[config.mk]
export PLATFORM = sky130hd
export DESIGN_NAME = txstat_irq_bank
export DESIGN_NICKNAME = d
export VERILOG_FILES = /design/src/rtl/txstat_pkg.sv /design/src/rtl/txstat_counter.sv /design/src/rtl/txstat_status.sv /design/src/rtl/txstat_regread.sv /design/src/rtl/txstat_irq_bank.sv
export SDC_FILE = /design/constraint.sdc
export NUM_CORES = 1
export LEC_CHECK = 0
export CORE_UTILIZATION = 46
export DETAILED_ROUTE_END_ITERATION = 16
export PLACE_DENSITY = 0.68
export SYNTH_ARGS = -nofsm -noshare
export SYNTH_HDL_FRONTEND = slang
export SYNTH_HIERARCHICAL = 1
export SYNTH_SLANG_ARGS = --single-unit
[constraint.sdc]
create_clock -name clk -period 4.55 [get_ports clk]
set_clock_uncertainty 0.1 [all_clocks]
set_input_delay 0.455 -clock clk [delete_from_list [all_inputs] [get_ports clk]]
set_output_delay 0.455 -clock clk [all_outputs]
set_load 0.02 [all_outputs]
[src/rtl/txstat_pkg.sv]
// Shared constants for the transmit statistics interrupt bank.
// Assumes exactly five counters whose status bits have fixed positions.
package txstat_pkg;
    localparam int NUM_CNT = 5;
    localparam int BUS_W   = 32;
    localparam int BE_W    = BUS_W / 8;
    localparam int ADDR_W  = 3;
    localparam logic [ADDR_W-1:0] STATUS_ADDR = 3'd5;

    typedef enum logic [ADDR_W-1:0] {
        CNT_SCOL   = 3'd0,
        CNT_MCOL   = 3'd1,
        CNT_GPKT   = 3'd2,
        CNT_LPI_US = 3'd3,
        CNT_LPI_TR = 3'd4
    } cnt_id_e;

    // Bit position of a counter's flag inside the status word.
    function automatic int status_bit_pos(input int idx);
        case (idx)
            0:       return 14;
            1:       return 15;
            2:       return 21;
            3:       return 26;
            4:       return 27;
            default: return 0;
        endcase
    endfunction
endpackage

[src/rtl/txstat_counter.sv]
// One statistics counter with half-range and maximum crossing detection.
// Assumes CNT_W between 8 and 32. set_o is combinational and means that
// this edge's increment sets the status bit. Once saturated, the counter
// stays frozen until reset.
module txstat_counter #(
    parameter int CNT_W = 32
) (
    input  logic             clk,
    input  logic             rst_n,
    input  logic             inc_i,
    input  logic             stop_roll_i,
    output logic [CNT_W-1:0] cnt_o,
    output logic             sat_o,
    output logic             set_o
);
    localparam logic [CNT_W-1:0] HALF_V = {1'b1, {(CNT_W-1){1'b0}}};
    localparam logic [CNT_W-1:0] MAX_V  = {CNT_W{1'b1}};

    logic [CNT_W-1:0] cnt_q, cnt_d;
    logic             sat_q, sat_d;
    logic             set_c;

    // Next count, saturation and set event from the strobe and the mode.
    always_comb begin
        cnt_d = cnt_q;
        sat_d = sat_q;
        set_c = 1'b0;
        if (inc_i && !sat_q) begin
            if (cnt_q == MAX_V) begin
                set_c = 1'b1;
                if (stop_roll_i) sat_d = 1'b1;
                else             cnt_d = '0;
            end else begin
                cnt_d = cnt_q + 1'b1;
                if (cnt_d == HALF_V) set_c = 1'b1;
                if (cnt_d == MAX_V && stop_roll_i) begin
                    set_c = 1'b1;
                    sat_d = 1'b1;
                end
            end
        end
    end

    // Count and saturation registers.
    always_ff @(posedge clk) begin
        if (!rst_n) begin
            cnt_q <= '0;
            sat_q <= 1'b0;
        end else begin
            cnt_q <= cnt_d;
            sat_q <= sat_d;
        end
    end

    assign cnt_o = cnt_q;
    assign sat_o = sat_q;
    assign set_o = set_c;
endmodule

[src/rtl/txstat_status.sv]
// Status flags with set-over-clear priority and a registered interrupt.
// Assumes set and clear strobes are single-cycle qualified events.
module txstat_status #(
    parameter int N = 5
) (
    input  logic         clk,
    input  logic         rst_n,
    input  logic [N-1:0] set_i,
    input  logic [N-1:0] clr_i,
    output logic [N-1:0] stat_o,
    output logic         irq_o
);
    logic [N-1:0] stat_q;
    logic         irq_q;

    // Flag update: a clear drops a bit, a same-edge set keeps it.
    always_ff @(posedge clk) begin
        if (!rst_n) stat_q <= '0;
        else        stat_q <= (stat_q & ~clr_i) | set_i;
    end

    // Interrupt line registered from the current flags.
    always_ff @(posedge clk) begin
        if (!rst_n) irq_q <= 1'b0;
        else        irq_q <= |stat_q;
    end

    assign stat_o = stat_q;
    assign irq_o  = irq_q;
endmodule

[src/rtl/txstat_regread.sv]
// Read side of the register bus: word select, lane masking, clear strobes.
// Assumes one access per cycle. Writes are accepted and dropped.
module txstat_regread
    import txstat_pkg::*;
#(
    parameter int CNT_W = 32
) (
    input  logic                          clk,
    input  logic                          rst_n,
    input  logic                          bus_en_i,
    input  logic                          bus_we_i,
    input  logic [ADDR_W-1:0]             bus_addr_i,
    input  logic [BE_W-1:0]               bus_be_i,
    input  logic [NUM_CNT-1:0][CNT_W-1:0] cnt_i,
    input  logic [NUM_CNT-1:0]            stat_i,
    output logic [BUS_W-1:0]              rd_data_o,
    output logic [NUM_CNT-1:0]            clr_o
);
    logic [BUS_W-1:0] status_word;
    logic [BUS_W-1:0] sel_word;
    logic [BUS_W-1:0] lane_mask;
    logic [BUS_W-1:0] rd_q;
    logic             rd_acc;

    assign rd_acc = bus_en_i && !bus_we_i;

    // Scatter the flags into their fixed status word positions.
    always_comb begin
        status_word = '0;
        for (int i = 0; i < NUM_CNT; i++) begin
            status_word[status_bit_pos(i)] = stat_i[i];
        end
    end

    // Address decode to the selected word.
    always_comb begin
        sel_word = '0;
        if (bus_addr_i == STATUS_ADDR) begin
            sel_word = status_word;
        end else begin
            for (int i = 0; i < NUM_CNT; i++) begin
                if (bus_addr_i == ADDR_W'(i)) sel_word = BUS_W'(cnt_i[i]);
            end
        end
    end

    // Byte-lane mask from the enables.
    genvar b;
    generate
        for (b = 0; b < BE_W; b++) begin : g_lane
            assign lane_mask[8*b +: 8] = {8{bus_be_i[b]}};
        end
    endgenerate

    // One clear strobe per counter on a lane-0 read of its address.
    genvar c;
    generate
        for (c = 0; c < NUM_CNT; c++) begin : g_clr
            assign clr_o[c] = rd_acc && bus_be_i[0] && (bus_addr_i == ADDR_W'(c));
        end
    endgenerate

    // Read data register, held between reads.
    always_ff @(posedge clk) begin
        if (!rst_n)      rd_q <= '0;
        else if (rd_acc) rd_q <= sel_word & lane_mask;
    end

    assign rd_data_o = rd_q;
endmodule

[src/rtl/txstat_irq_bank.sv]
// Top: five transmit statistics counters, status flags and read bus.
// Assumes strobes and bus signals are synchronous to clk.
module txstat_irq_bank
    import txstat_pkg::*;
#(
    parameter int CNT_W = 32
) (
    input  logic                clk,
    input  logic                rst_n,
    input  logic [NUM_CNT-1:0]  inc_i,
    input  logic                stop_roll_i,
    input  logic                bus_en_i,
    input  logic                bus_we_i,
    input  logic [ADDR_W-1:0]   bus_addr_i,
    input  logic [BE_W-1:0]     bus_be_i,
    output logic [BUS_W-1:0]    rd_data_o,
    output logic                irq_o
);
    logic [NUM_CNT-1:0][CNT_W-1:0] cnt_all;
    logic [NUM_CNT-1:0]            sat_all;
    logic [NUM_CNT-1:0]            set_all;
    logic [NUM_CNT-1:0]            clr_all;
    logic [NUM_CNT-1:0]            stat_all;

    genvar i;
    generate
        for (i = 0; i < NUM_CNT; i++) begin : g_cnt
            txstat_counter #(.CNT_W(CNT_W)) u_cnt (
                .clk         (clk),
                .rst_n       (rst_n),
                .inc_i       (inc_i[i]),
                .stop_roll_i (stop_roll_i),
                .cnt_o       (cnt_all[i]),
                .sat_o       (sat_all[i]),
                .set_o       (set_all[i])
            );
        end
    endgenerate

    txstat_status #(.N(NUM_CNT)) u_status (
        .clk    (clk),
        .rst_n  (rst_n),
        .set_i  (set_all),
        .clr_i  (clr_all),
        .stat_o (stat_all),
        .irq_o  (irq_o)
    );

    txstat_regread #(.CNT_W(CNT_W)) u_regread (
        .clk        (clk),
        .rst_n      (rst_n),
        .bus_en_i   (bus_en_i),
        .bus_we_i   (bus_we_i),
        .bus_addr_i (bus_addr_i),
        .bus_be_i   (bus_be_i),
        .cnt_i      (cnt_all),
        .stat_i     (stat_all),
        .rd_data_o  (rd_data_o),
        .clr_o      (clr_all)
    );
endmodule

## Word-level counts from Yosys, hierarchy flattened

Index checks and enable logic that the tools add are counted.

- Flip-flop bits (word level): 203
- Word-level logic and storage cells: 135

- Add/subtract/negate cells: 5
- Eq/ne operators: 30
- Bitwise gates (word level): 4
- Muxes and demuxes: 43
- Reduce and logical (&&, ||, !) cells: 40

Operator list:

| cell | count |
|---|---|
| $eq A32 B32 Y1 const B | 15 |
| $mux W32 | 12 |
| $add A32 B1 Y32 const B | 5 |
| $and A32 B32 Y32 | 1 |
| $mux W1 | 31 |
| $ne A2 B2 Y1 const B | 10 |
| $logic_and A1 B1 Y1 | 17 |
| $reduce_and A3 Y1 | 5 |
| $reduce_and A2 Y1 | 5 |
| $reduce_bool A2 Y1 | 5 |
| $eq A3 B2 Y1 const B | 2 |
| $eq A3 B3 Y1 const B | 2 |
| $logic_not A1 Y1 | 6 |
| $and A5 B5 Y5 | 1 |
| $not A5 Y5 | 1 |
| $or A5 B5 Y5 | 1 |
| $reduce_or A5 Y1 | 1 |
| $eq A3 B1 Y1 const B | 1 |
| $logic_not A3 Y1 | 1 |

## Logic depth before layout (Yosys ltp)

- Depth in word-level cells: 8
- Depth in mapped cells: 12
- Depth with buffers taken out: 11

## Cells and area by module

Netlist, hierarchy kept.

By module, submodules not included:

| module | area each (um^2) | seq. area each (um^2) | instances | cells an instance |
|---|---|---|---|---|
| txstat_counter | 2399.8 | 660.6 | 5 | 332 |
| txstat_regread | 2466.1 | 640.6 | 1 | 261 |
| txstat_status | 203.9 | 120.1 | 1 | 18 |

## Worst setup path after synthesis

No wires, ideal clock.

- Path type: register -> register
- Start point: register g_cnt[0].u_cnt.cnt_q[0]
- End point: register u_status.stat_q[0], in the netlist u_status/stat_o[0]
- Setup slack: 1.243 ns
- Cell stages (with the launch flop): 12
- Library setup time: 0.058 ns
- Required time: 4.392 ns
- Data arrival time: 3.149 ns
- Clock period less this slack: 3.307 ns
- Cell sequence: dfxtp_1 > ha_1 > buf_2 > nand3_1 > nor4_1 > nand2_1 > or4_1 > xnor2_1 > nor4_1 > nand4_1 > o41ai_1 > o21a_1

- Longest elaborated chain between the ends: 7
- Elaborated cells between the ends (all ways): 10
- Classes of those cells: add/sub (1); eq/ne (3); mux (4); bitwise (1); reduce/logical (1)

Ends and longest elaborated chain:

| element | line | RTL |
|---|---|---|
| from (decl) | txstat_counter.sv:19 | `logic [CNT_W-1:0] cnt_q, cnt_d;` |
| from (signal assigned) | txstat_counter.sv:50 | `cnt_q <= cnt_d;` |
| $add A32 B1 Y32 | txstat_counter.sv:34 | `cnt_d = cnt_q + 1'b1;` |
| $eq A32 B32 Y1 (on tied branches) | txstat_counter.sv:35, txstat_counter.sv:36 |  |
| $mux W1 / $logic_and A1 B1 Y1 (equally long branches) | txstat_counter.sv:35, txstat_counter.sv:36 |  |
| $mux W1 | txstat_counter.sv:36 | `if (cnt_d == MAX_V && stop_roll_i) begin` |
| $mux W1 (*) | txstat_counter.sv:29 | `if (cnt_q == MAX_V) begin` |
| $mux W1 (*) | txstat_counter.sv:28 | `if (inc_i && !sat_q) begin` |
| net set_all[0] | txstat_irq_bank.sv:21 | `logic [NUM_CNT-1:0] set_all;` |
| $or A5 B5 Y5 (*) | txstat_status.sv:19 | `else stat_q <= (stat_q & ~clr_i) \| set_i;` |
| to (signal assigned) | txstat_status.sv:19 |  |
| to (decl) | txstat_status.sv:13 | `logic [N-1:0] stat_q;` |

The timed path passes the listed nets; every way through them passes the cells marked *.
A chain may end at the register's enable or synchronous reset.

## Final worst setup path

- Start point: register g_cnt[1].u_cnt.cnt_q[1]
- End point: register u_status.stat_q[1], in the netlist u_status/stat_o[1]

- Longest elaborated chain between the ends: 7
- Elaborated cells between the ends (all ways): 10
- Classes of those cells: add/sub (1); eq/ne (3); mux (4); bitwise (1); reduce/logical (1)

Ends and longest elaborated chain:

| element | line |
|---|---|
| from (decl) | txstat_counter.sv:19 |
| from (signal assigned) | txstat_counter.sv:50 |
| $add A32 B1 Y32 | txstat_counter.sv:34 |
| $eq A32 B32 Y1 (on tied branches) | txstat_counter.sv:35, txstat_counter.sv:36 |
| $mux W1 / $logic_and A1 B1 Y1 (equally long branches) | txstat_counter.sv:35, txstat_counter.sv:36 |
| $mux W1 | txstat_counter.sv:36 |
| $mux W1 (*) | txstat_counter.sv:29 |
| $mux W1 (*) | txstat_counter.sv:28 |
| net set_all[1] | txstat_irq_bank.sv:21 |
| $or A5 B5 Y5 (*) | txstat_status.sv:19 |

Marked as above.

==> metrics.txt <==
# TYPE chip_impl_metric gauge
chip_impl_metric{name="vias_per_cell",unit=""} 6.64
chip_impl_metric{name="placement_rows",unit=""} 65
chip_impl_metric{name="grt_pass1_wl",unit="mm"} 81.2
chip_impl_metric{name="multi_input_comb_area",unit="µm²"} 9750
chip_impl_metric{name="r2r.worst_path.cells",unit=""} 10
chip_impl_metric{name="placed_area",unit="µm²"} 15100
chip_impl_metric{name="dr.pass1.iters",unit=""} 7
chip_impl_metric{name="seq_power_share",unit="%"} 42.4
chip_impl_metric{name="portion_of_total_power_attributed_to_the_clock_network",unit="%"} 50.7
chip_impl_metric{name="avg_inst_size_synth",unit="µm²"} 7.57
chip_impl_metric{name="maxCapViolCount",unit=""} 0
chip_impl_metric{name="core_ar",unit="µm²"} 31500
chip_impl_metric{name="cts_htree_levels",unit=""} 1
chip_impl_metric{name="route.vias.total",unit=""} 15300
chip_impl_metric{name="max_freq",unit="MHz"} 246
chip_impl_metric{name="fillerInstances",unit=""} 3016
chip_impl_metric{name="peakVddDrop",unit="V"} 0.000248
chip_impl_info{name="cts_root_buf",value="sky130_fd_sc_hd__clkbuf_16"} 1
chip_impl_metric{name="die_area",unit="µm²"} 32600
chip_impl_metric{name="synthesis.nets",unit=""} 1971
chip_impl_info{name="tritoncts",value="built"} 1
chip_impl_metric{name="finalNetCount",unit=""} 1919
chip_impl_metric{name="synth-simple-area-share",unit="%"} 30.0
chip_impl_info{name="crit_path_category",value="reg -> reg"} 1
chip_impl_metric{name="yosysTopAreaCellShare",unit="%"} 27.7
chip_impl_metric{name="die_width",unit="µm"} 181
chip_impl_metric{name="hpwlAfterDp",unit="mm"} 37.8
chip_impl_metric{name="final-setup-viol-count",unit=""} 0
chip_impl_metric{name="totalWireLength",unit="mm"} 52.1
chip_impl_info{name="routed.top_layer",value="met5"} 1
chip_impl_metric{name="route.antenna.remaining_nets",unit=""} 0
chip_impl_metric{name="numPortBuffers",unit=""} 49
chip_impl_metric{name="synth-async-reset-ratio",unit="%"} 0
chip_impl_info{name="ys_top_cells_by_area",value="sky130_fd_sc_hd__dfxtp_1, sky130_fd_sc_hd__a21oi_1, sky130_fd_sc_hd__nor2_1"} 1
chip_impl_metric{name="ctsLongestPathBuffers",unit=""} 3
chip_impl_info{name="yosys_most_used_dff",value="sky130_fd_sc_hd__dfxtp_1"} 1
chip_impl_metric{name="io-pin-count",unit=""} 50
chip_impl_metric{name="fp.dieH",unit="µm"} 181
chip_impl_info{name="synth.largest_area_cell",value="sky130_fd_sc_hd__dfxtp_1"} 1
chip_impl_info{name="outcome",value="completed"} 1
chip_impl_metric{name="total_negative_setup_slacks",unit="ns"} 0
chip_impl_metric{name="yosysSeqAreaShare",unit="%"} 27.7
chip_impl_metric{name="routed_wire_length_per_instance",unit="µm"} 22.6
chip_impl_info{name="holdCritPathClass",value="in -> reg"} 1
chip_impl_metric{name="power_leakage",unit="nW"} 5.34
chip_impl_metric{name="synth_mux_area_share",unit="%"} 4.96
chip_impl_metric{name="synthDistinctLibCells",unit=""} 71
chip_impl_metric{name="internal_power",unit="W"} 0.00320
chip_impl_metric{name="power.share.combinational",unit="%"} 6.9
chip_impl_metric{name="synth-compound-area-share",unit="%"} 23.2
chip_impl_metric{name="postCtsSetupRepairBufs",unit=""} 0
chip_impl_metric{name="via_count_of_the_first_global_routing_pass",unit=""} 13800
chip_impl_metric{name="cts.reportedPaths.clkPinSlew",unit="ns"} 0.06
chip_impl_metric{name="fraction_of_final_layout_cells_with_drive_strength_greater_than_1",unit="%"} 8.24
chip_impl_info{name="timing.rr.end",value="u_status/stat_o[1]"} 1
chip_impl_info{name="mostFrequentLayoutCells",value="sky130_fd_sc_hd__a21oi_1, sky130_fd_sc_hd__dfxtp_1, sky130_fd_sc_hd__nor2_1, sky130_fd_sc_hd__nand2_1, sky130_fd_sc_hd__nor3_1"} 1
chip_impl_metric{name="wl_met2",unit="mm"} 23.2
chip_impl_metric{name="synthAdderAreaFrac",unit="%"} 1.28
chip_impl_info{name="critical_path.startpoint_type",value="flop"} 1
chip_impl_metric{name="worstPathArrival",unit="ns"} 4.46
chip_impl_metric{name="synth-xor-area-share",unit="%"} 6.94
chip_impl_metric{name="power_density_cells",unit="nW/µm²"} 266
chip_impl_metric{name="postLayoutSetupSlackWorst",unit="ns"} 0.483
chip_impl_metric{name="area_delta_synth_final",unit="%"} 9.34
chip_impl_metric{name="numClockSinks",unit=""} 203
chip_impl_metric{name="finalPower",unit="W"} 0.00426
chip_impl_metric{name="synth.cell_area",unit="µm²"} 14700
chip_impl_metric{name="global_route.usage.total",unit="%"} 31.2
chip_impl_metric{name="grt_overflow_total",unit=""} 0
chip_impl_metric{name="switching_power_of_the_nets",unit="W"} 0.00106
chip_impl_metric{name="power.share.switching",unit="%"} 24.9
chip_impl_info{name="synth_top_family_by_area",value="simple AND/OR/NAND/NOR gates"} 1
chip_impl_metric{name="min_period_over_period",unit="%"} 89.4
chip_impl_metric{name="initial_utilization",unit="%"} 46.6
chip_impl_metric{name="post_synth_inst_count",unit=""} 1939
chip_impl_metric{name="hold_violations",unit=""} 0
chip_impl_metric{name="period_minus_slack",unit="ns"} 4.07
chip_impl_metric{name="synth.ff_latch_count",unit=""} 203
chip_impl_info{name="reg2reg_from",value="g_cnt[1].u_cnt/cnt_o[1]"} 1
chip_impl_metric{name="gp_congestion",unit=""} 0.950
chip_impl_metric{name="worst_hold_path_cells",unit=""} 3
chip_impl_info{name="holdPathEnd",value="u_status/stat_o[3]"} 1
chip_impl_metric{name="clock_insertion_delay_worst_skew",unit="ns"} 0.54
chip_impl_metric{name="max_slew_margin",unit="%"} 20.0
chip_impl_metric{name="final_core_util",unit="%"} 51.0
chip_impl_metric{name="register_area",unit="µm²"} 4060
chip_impl_metric{name="synth.yosys.warnings",unit=""} 6
chip_impl_metric{name="drt-initial-drc-count",unit=""} 1958
chip_impl_info{name="endpoint_kind",value="flop"} 1
chip_impl_metric{name="cts_buffers",unit=""} 26
chip_impl_metric{name="critPathMaxFanout",unit=""} 12
chip_impl_metric{name="dpl_worst_slack",unit="ns"} 0.582
chip_impl_metric{name="final-max-slew-violation-count",unit=""} 0
chip_impl_metric{name="synth-edff-count",unit=""} 0
chip_impl_metric{name="final_design_area_no_fill",unit="µm²"} 16000
chip_impl_metric{name="timing_worst_slew_pin_value",unit="ns"} 1.20
chip_impl_info{name="most_common_cell_after_layout_fill_and_taps_aside",value="sky130_fd_sc_hd__a21oi_1"} 1
chip_impl_metric{name="holdBufCountCts",unit=""} 0
chip_impl_metric{name="pin_count_of_the_biggest_net_entering_global_routing",unit=""} 69
chip_impl_metric{name="met1_length",unit="mm"} 21.5
chip_impl_metric{name="worst-endpoint-required",unit="ns"} 4.94
chip_impl_metric{name="number_of_antenna_violations_at_the_first_check_in_global_routing",unit=""} 2
chip_impl_metric{name="ctsResizeCount",unit=""} 0
chip_impl_info{name="min_from",value="rst_n"} 1
chip_impl_metric{name="timing.reg2reg.setup_slack",unit="ns"} 0.48
chip_impl_info{name="rsz0062_at_grt",value="false"} 1
chip_impl_metric{name="detailroute.wirelength.met3",unit="mm"} 4.95
chip_impl_metric{name="drc",unit=""} 0
==> per-stage QoR <==
stage               std cells  hold WS [ns]
global route             2308         0.366
detailed placement       2261         0.362
global placement         2261         0.356
floorplan                1939         0.346
finish                   2308         0.354
CTS                      2307         0.342
==> logic make-up after synthesis <==
kind of cell / count (synthesis)
and+or+nand+nor: 827
AOI/OAI and AO/OA: 550
DFF: 203
buffers and inverters: 191
xor gates and xnor gates: 112
muxes: 41
adders and majority gates: 15
==> power by group through the flow <==
stage	sequential [W]	combinational, W	clock [W]
2_1_floorplan	0.00184	0.000196	0
3_3_place_gp	0.00184	0.000284	0
3_5_place_dp	0.00185	0.000285	0
4_1_cts	0.00181	0.000286	0.00219
5_1_grt	0.00181	0.000312	0.00227
6_report	0.00181	0.000293	0.00216
==> worst max path at each step <==
stage,start,to,slack [ns]
after floorplan,g_cnt[0].u_cnt/cnt_o[0],u_status/stat_o[0],1.24
after global placement,g_cnt[1].u_cnt/cnt_o[1],u_status/stat_o[1],0.60
after detailed placement,g_cnt[0].u_cnt/cnt_o[1],u_status/stat_o[0],0.58
after CTS,g_cnt[1].u_cnt/cnt_o[1],u_status/stat_o[1],0.56
after global routing,g_cnt[0].u_cnt/cnt_o[1],u_status/stat_o[0],0.25
final,g_cnt[1].u_cnt/cnt_o[1],u_status/stat_o[1],0.48
==> registers in the layout, indices dropped and copies added (netlist names) <==
name                 flops
u_regread/rd_data_o     32
u_status/stat_o          5
g_cnt.u_cnt/sat_o        5
g_cnt.u_cnt/cnt_o      160
u_status/irq_o           1
==> layer usage <==
layer,vias to the layer above,track usage [%]
met5,-,0
met4,2,14.6
met3,159,5.27
met2,826,49.3
met1,7236,41.4
li1,7113,-
==> synth_stat cells (21+ instances only) <==
library cell,count
sky130_fd_sc_hd__buf_2,75
sky130_fd_sc_hd__xor2_1,43
sky130_fd_sc_hd__dfxtp_1,203
sky130_fd_sc_hd__a31oi_1,24
sky130_fd_sc_hd__nand3_1,81
sky130_fd_sc_hd__or3_1,32
sky130_fd_sc_hd__nor3_1,130
sky130_fd_sc_hd__a21o_1,21
sky130_fd_sc_hd__mux4_2,24
sky130_fd_sc_hd__nand4_1,42
sky130_fd_sc_hd__or4_1,24
sky130_fd_sc_hd__nand2_1,161
sky130_fd_sc_hd__and3_1,30
sky130_fd_sc_hd__o21ai_0,98
sky130_fd_sc_hd__a211oi_1,23
sky130_fd_sc_hd__inv_1,32
sky130_fd_sc_hd__nor2_1,184
sky130_fd_sc_hd__xnor2_1,64
sky130_fd_sc_hd__nor4_1,41
sky130_fd_sc_hd__a21oi_1,232
sky130_fd_sc_hd__nor2b_1,21
sky130_fd_sc_hd__clkbuf_1,71
==> critical path, stage by stage (launching register included) <==
cell and delay (ns):
sky130_fd_sc_hd__dfxtp_1 0.53, sky130_fd_sc_hd__ha_1 0.39, sky130_fd_sc_hd__nand3_1 0.11, sky130_fd_sc_hd__buf_4 0.20, sky130_fd_sc_hd__or4_4 0.55, sky130_fd_sc_hd__or4_4 0.57
sky130_fd_sc_hd__xnor2_2 0.16, sky130_fd_sc_hd__nor4_1 0.32, sky130_fd_sc_hd__nand3_1 0.14, sky130_fd_sc_hd__o41ai_1 0.71, sky130_fd_sc_hd__o21a_1 0.22
==> layout make-up <==
cell class / instances / area share [%]
diodes: 1 / 0.0156
clock inverters: 10 / 0.803
repair buffers: 78 / 4.43
clock buffers: 36 / 4.74
flip-flops and latches: 203 / 25.3
inverters: 33 / 0.772
multi-input cells: 1545 / 60.8
well taps: 402 / 3.14
Note: power is estimated with default switching activity, not from simulation.
